--- src/rtl/bswap_pkg.sv ---
package bswap_pkg;

    typedef enum logic [1:0] {
        SW_PASS = 2'b00,
        SW_HALF = 2'b01,
        SW_BYTE = 2'b10,
        SW_AUTO = 2'b11
    } swap_mode_e;

    typedef struct packed {
        swap_mode_e mode;
        logic       err;
    } swap_sel_t;

    function automatic swap_sel_t sel_make(input swap_mode_e m, input logic e);
        swap_sel_t s;
        s.mode = m;
        s.err  = e;
        return s;
    endfunction

endpackage

--- src/rtl/bswap_auto_decode.sv ---
module bswap_auto_decode
    import bswap_pkg::*;
#(
    parameter int LANES = 4
) (
    input  swap_mode_e         req,
    input  logic [LANES-1:0]   be_n,
    input  logic               dma,
    output swap_sel_t          sel
);
    localparam int HALF  = LANES / 2;
    localparam int CNT_W = $clog2(LANES + 1);

    logic [CNT_W-1:0] n_active;
    logic             half_pat;
    logic             single_pat;

    always_comb begin
        n_active = '0;
        for (int k = 0; k < LANES; k++) begin
            n_active = n_active + CNT_W'(!be_n[k]);
        end
    end

    assign half_pat   = (be_n == {{HALF{1'b1}}, {HALF{1'b0}}}) ||
                        (be_n == {{HALF{1'b0}}, {HALF{1'b1}}});
    assign single_pat = (n_active == CNT_W'(1));

    always_comb begin
        if (req != SW_AUTO) begin
            sel = sel_make(req, 1'b0);
        end else if (dma) begin
            sel = sel_make(SW_PASS, 1'b1);
        end else if (half_pat) begin
            sel = sel_make(SW_HALF, 1'b0);
        end else if (single_pat) begin
            sel = sel_make(SW_BYTE, 1'b0);
        end else begin
            sel = sel_make(SW_PASS, 1'b0);
        end
    end

endmodule

--- src/rtl/bswap_lane_mux.sv ---
module bswap_lane_mux
    import bswap_pkg::*;
#(
    parameter int BYTE_W = 8,
    parameter int LANES  = 4
) (
    input  swap_mode_e                 mode,
    input  logic [BYTE_W*LANES-1:0]    din,
    output logic [BYTE_W*LANES-1:0]    dout
);
    for (genvar i = 0; i < LANES; i++) begin : g_lane
        localparam int SRC_HALF = i ^ (LANES / 2);
        localparam int SRC_REV  = LANES - 1 - i;
        always_comb begin
            unique case (mode)
                SW_HALF: dout[i*BYTE_W +: BYTE_W] = din[SRC_HALF*BYTE_W +: BYTE_W];
                SW_BYTE: dout[i*BYTE_W +: BYTE_W] = din[SRC_REV*BYTE_W +: BYTE_W];
                default: dout[i*BYTE_W +: BYTE_W] = din[i*BYTE_W +: BYTE_W];
            endcase
        end
    end

endmodule

--- src/rtl/bswap_unit.sv ---
module bswap_unit
    import bswap_pkg::*;
#(
    parameter int BYTE_W = 8,
    parameter int LANES  = 4,
    localparam int DATA_W = BYTE_W * LANES
) (
    input  logic              clk,
    input  logic              rst,
    input  logic              in_valid,
    input  logic [DATA_W-1:0] in_data,
    input  logic [LANES-1:0]  in_be_n,
    input  logic [1:0]        in_mode,
    input  logic              in_dma,
    output logic              out_valid,
    output logic [DATA_W-1:0] out_data,
    output logic [1:0]        out_mode,
    output logic              out_err
);
    swap_sel_t         sel;
    logic [DATA_W-1:0] swapped;

    bswap_auto_decode #(.LANES(LANES)) i_decode (
        .req  (swap_mode_e'(in_mode)),
        .be_n (in_be_n),
        .dma  (in_dma),
        .sel  (sel)
    );

    bswap_lane_mux #(.BYTE_W(BYTE_W), .LANES(LANES)) i_mux (
        .mode (sel.mode),
        .din  (in_data),
        .dout (swapped)
    );

    always_ff @(posedge clk) begin
        if (rst) begin
            out_valid <= 1'b0;
            out_data  <= '0;
            out_mode  <= SW_PASS;
            out_err   <= 1'b0;
        end else begin
            out_valid <= in_valid;
            out_err   <= in_valid && sel.err;
            if (in_valid) begin
                out_data <= swapped;
                out_mode <= sel.mode;
            end
        end
    end

    // valid follows input by one clock
    p_valid_delay_r2: assert property (@(posedge clk) disable iff (rst)
        out_valid == $past(in_valid));

    // automatic request on DMA is refused, data passes, error raised
    p_dma_auto_refused_r9: assert property (@(posedge clk) disable iff (rst)
        (in_valid && in_mode == 2'b11 && in_dma) |=>
            (out_err && out_mode == 2'b00 && out_data == $past(in_data)));

    // no error unless automatic mode was requested on DMA
    p_err_only_auto_dma_r10: assert property (@(posedge clk) disable iff (rst)
        !(in_valid && in_mode == 2'b11 && in_dma) |=> !out_err);

    // idle cycles hold the word and the applied mode
    p_idle_hold_r11: assert property (@(posedge clk) disable iff (rst)
        !in_valid |=> ($stable(out_data) && $stable(out_mode)));

    // byte reversal moves the top input byte to the bottom lane
    p_rev_low_byte_r5: assert property (@(posedge clk) disable iff (rst)
        (in_valid && in_mode == 2'b10) |=>
            (out_data[BYTE_W-1:0] == $past(in_data[DATA_W-1 -: BYTE_W])));

    // pass mode leaves the word untouched
    p_pass_through_r3: assert property (@(posedge clk) disable iff (rst)
        (in_valid && in_mode == 2'b00) |=> (out_data == $past(in_data) && out_mode == 2'b00));

endmodule

--- config.mk ---
export PLATFORM = sky130hd
export DESIGN_NAME = bswap_unit
export DESIGN_NICKNAME = d
export VERILOG_FILES = /design/src/rtl/bswap_pkg.sv /design/src/rtl/bswap_auto_decode.sv /design/src/rtl/bswap_lane_mux.sv /design/src/rtl/bswap_unit.sv
export SDC_FILE = /design/constraint.sdc
export NUM_CORES = 1
export LEC_CHECK = 0
export BUFFER_PORTS_ARGS = -buffer_cell sky130_fd_sc_hd__buf_2
export CAP_MARGIN = 10
export CORE_ASPECT_RATIO = 1.5
export CORE_MARGIN = 8
export CORE_UTILIZATION = 49
export CTS_CLUSTER_DIAMETER = 150
export DETAILED_ROUTE_END_ITERATION = 10
export GPL_ROUTABILITY_DRIVEN = 0
export GPL_TIMING_DRIVEN = 0
export PLACE_DENSITY = 0.83
export SYNTH_ARGS = -nofsm -noshare
export SYNTH_HDL_FRONTEND = slang
export SYNTH_SLANG_ARGS = --single-unit
export TNS_END_PERCENT = 30
--- constraint.sdc ---
create_clock -name clk -period 3.4 [get_ports clk]
set_clock_uncertainty 0.05 [all_clocks]
set_input_delay 0.17 -clock clk [delete_from_list [all_inputs] [get_ports clk]]
set_output_delay 0.17 -clock clk [all_outputs]
set_load 0.02 [all_outputs]
* After elaboration in Yosys (flattened, before gate mapping)
Cells that the tools add are included.
Operators by class: eq/ne operators 6, add/sub/neg operators 3, reduce and logical (&&, ||, !) cells 6, mux-type cells 8
Operators by type and width (count):
- $pmux W8 S2 | 4
- $mux W3 | 4
- $add A3 B1 Y3 | 2
- $eq A4 B2 Y1 const B | 1
- $eq A4 B4 Y1 const B | 1
- $logic_not A1 Y1 | 4
- $eq A3 B1 Y1 const B | 1
- $add A1 B1 Y2 | 1
- $eq A2 B1 Y1 const B | 1
- $eq A2 B2 Y1 const B | 1
- $ne A2 B2 Y1 const B | 1
- $logic_and A1 B1 Y1 | 1
- $logic_or A1 B1 Y1 | 1
Word-level totals: register bits 36, bits of input ports 42, logic and storage cells 27, output and inout bits 36

* Depth between registers and ports, before layout
depth after elaboration 11, gate-level depth with buffers 12

* Cells and area by module
From an unflattened synthesis, not the netlist that was laid out.
Second synthesis, totals: cells, all modules 246, area total of the unflattened synthesis 2117.0 µm²
By module, submodules not included:
- bswap_unit | instances 1, cells each 114, area an instance 1290.0 µm², sequential area each 720.7 µm²
- bswap_lane_mux | instances 1, cells each 113, area an instance 665.6 µm², sequential area each 0.0 µm²
- bswap_auto_decode | instances 1, cells each 19, area an instance 161.4 µm², sequential area each 0.0 µm²

* Worst setup path before layout
No wires, ideal clock.
kind input-to-reg, from in in_be_n[0], to reg out_data[10], arrival 2.491 ns, path slack 0.723 ns, cell stages on the path 12, buffers on the path 2, data required time 3.214 ns, cell sequence inv_1 > ha_1 > fa_1 > ha_1 > nor4b_2 > a41oi_2 > inv_1 > ha_1 > buf_2 > buf_2 > a221oi_1 > o32ai_1
RTL lines:
- start: declaration | line bswap_unit.sv:12 | input logic [LANES-1:0] in_be_n,
- end signal: assignment | line bswap_unit.sv:46 | out_data <= swapped;
- end: declaration | line bswap_unit.sv:16 | output logic [DATA_W-1:0] out_data,

==> run metrics <==
outcome complete, no violations; CP Capture Type flip-flop; Overflow after GRT 0; CTS resizes 0; MaxCap Viol Count 0; worst vdd ir 0.442 mV; Vias/cell 6.27; Mean Syn Cell Area 9.42 µm²; Layout Nets 348; drt drc 0; Area Overhead vs Synth 25.5%; Internal Power 0.777 mW; non-filler cells in the finished layout 347; row count 29; Crit-path slowest cell a221oi_1; area post-placement 2490 µm²; DR pass1 iterations 6; CTS tree done; Hold WS 0.0213 ns; Syn. warnings 0; CP Data Arrival Time 3.02 ns; Max Slew Vio Count 0; antenna diode count 0; worst skew pair latency 0.29 ns; fmax 0.342 GHz; Synth top area share 0.351; ys flop type dfxtp_1; Chip Height 95.3 µm; synth unique cells 24; Inst Count DP 339; critical path's largest stage delay 0.38 ns; IO Port Bufs 75; synthesized area 2050 µm²; worst flop-to-flop path startpoint out_mode[0]; CP Max Fanout 10; die area 6560 µm²; CTS root buf clkbuf_8; Worst Setup SP in_be_n[0]; net count after synthesis 266; Psw 0.391 mW; TNS Setup 0 ns; clock sinks 36; CTS clk-pin slew, worst paths 0.07 ns; endpoints failing setup 0; WP data required 3.50 ns; Synth async-reset ratio 0; CP Cell Sequence buf_2, inv_1, ha_1, fa_1, ha_1, nor4b_2, a41oi_2, inv_1, ha_1, buf_2, buf_2, a221oi_1, o32ai_1; fraction of layout cells with a size suffix above 1 0.349; I/O pins 78; Final period util 0.859; Slew @ Worst Pin 0.532 ns; drt wl/cell 19.5 µm; cell with the most instances after synthesis dfxtp_1; Post-CTS Setup Bufs 0; vias in the first global route 2193; Horiz. Die Dim 68.9 µm; cell family with most CP delay adder cells; hold buffer count at CTS 0; largest net degree at the start of global routing 11; WL final 6.76 mm; number of CTS-inserted buffers 5; RSZ-0062 raised after global routing no; initial antenna violation count 0; synth top area cells dfxtp_1, a221oi_1, o32ai_1, nor2b_1, nand2b_1; post-layout min period 2.92 ns; largest area contributor in the synthesized netlist dfxtp_1; sequential fraction of the synthesis area 0.351; Lkg Pwr 1.11 nW; Global Route Usage Sum 0.210; HP Class in -> reg; EDFF count, synth 0; flops & latches, synth 36; Placeable Area 4140 µm²; CTS max path bufs 2; switching share of power 0.335; Hold Violations, Final 0; dpl hpwl 5.15 mm; initial DRC count 183; Worst Path Buf+Inv 5; Flop pwr share 0.412; Clk pwr share 0.272; Layout Cell Area excl Fill 2580 µm²; hold path startpoint rst; via count 2174; Slew headroom 0.646; critical path class in -> reg; logic gate share of total power 0.317; first-pass GRT wire length 10.6 mm; post-synthesis cell count 218; Antenna Nets Post-Route 0; PwrDens 453 nW/µm²; Starting Density 0.497; Synth top cells by count dfxtp_1, nor2b_1, a221oi_1, nand2b_1, o32ai_1; Max H-tree Level 2; crit start category primary input
layout make-up:
class | count | area, µm²
clock buffers | 8 | 90.1
multi-input cells | 151 | 1170
repair buffers | 75 | 375
inverters | 7 | 26.3
fillers | 389 | 1560
flip-flops and latches | 36 | 721
plain buffers | 24 | 136
well taps | 46 | 57.6
power by group through the flow:
stage / Clock, mW / Sequential (mW) / Combinational, mW
2_1_floorplan: 0 / 0.538 / 0.187
3_3_place_gp: 0 / 0.489 / 0.359
3_5_place_dp: 0 / 0.490 / 0.363
4_1_cts: 0.319 / 0.481 / 0.365
5_1_grt: 0.338 / 0.485 / 0.396
6_report: 0.317 / 0.481 / 0.370
layout by cell type (no fill, tap or decap):
cell / synthesis / layout
buf_2: 12 / 87
dfxtp_1: 36 / 36
nor2b_1: 33 / 33
a221oi_1: 32 / 32
nand2b_1: 32 / 32
o32ai_1: 32 / 32
clkbuf_1: 7 / 9
inv_1: 6 / 6
clkbuf_8: 0 / 6
ha_1: 5 / 5
nand3_1: 4 / 4
buf_6: 4 / 4
and3_1: 2 / 2
nor2_1: 2 / 2
or3b_4: 1 / 1
nand2_1: 1 / 1
nor4b_2: 1 / 1
a41oi_2: 1 / 1
clkbuf_2: 1 / 1
inv_2: 1 / 1
nand2_2: 1 / 1
a211oi_2: 1 / 1
nor3b_1: 1 / 1
a31o_2: 1 / 1
fa_1: 1 / 1
worst reg2reg max path: stages, from the launching register on:
cell     delay (ns)
dfxtp_1        0.31
nor3b_1        0.13
a31o_2         0.21
through the flow:
step	setup slack (ns)	utilization	total power, mW
floorplan	0.723	-	0.725
global placement	0.269	0.601	0.848
detailed placement	0.205	0.601	0.854
CTS	0.495	0.623	1.17
global route	0.324	0.623	1.22
finish	0.480	0.623	1.17
per-layer routing:
| layer | track usage | vias to the layer above | part of all wire |
|---|---|---|---|
| met1 | 0.226 | 1005 | 0.36 |
| met2 | 0.342 | 131 | 0.49 |
| met3 | 0.0518 | 36 | 0.088 |
| met5 | 0 | - | 0 |
| li1 | - | 1002 | - |
| met4 | 0.148 | 0 | 0.054 |
worst paths after layout:
path,to,slack (ns),depth (start not counted)
setup / recovery,out_data[16],0.48,13
hold / removal,out_mode[1],0.02,2
hold reg to reg,out_data[29],0.44,2
setup reg to reg,out_mode[0],2.61,2
flip-flops by register name, summed over array words and instances (netlist names):
| name | flops |
|---|---|
| out_data | 32 |
| out_err | 1 |
| out_mode | 2 |
| out_valid | 1 |
cells by family (layout without fill, tap and decap cells):
kind of cell,count (synthesis),count (layout),share of synthesized area
AND/OR/NAND/NOR,78,78,0.239
AO/OA/AOI/OAI,67,67,0.291
flip-flops,36,36,0.351
buffers and inverters,31,114,0.0792
adder cells (fa/ha/maj),6,6,0.0402
Note: power is estimated with default switching activity, not from simulation.
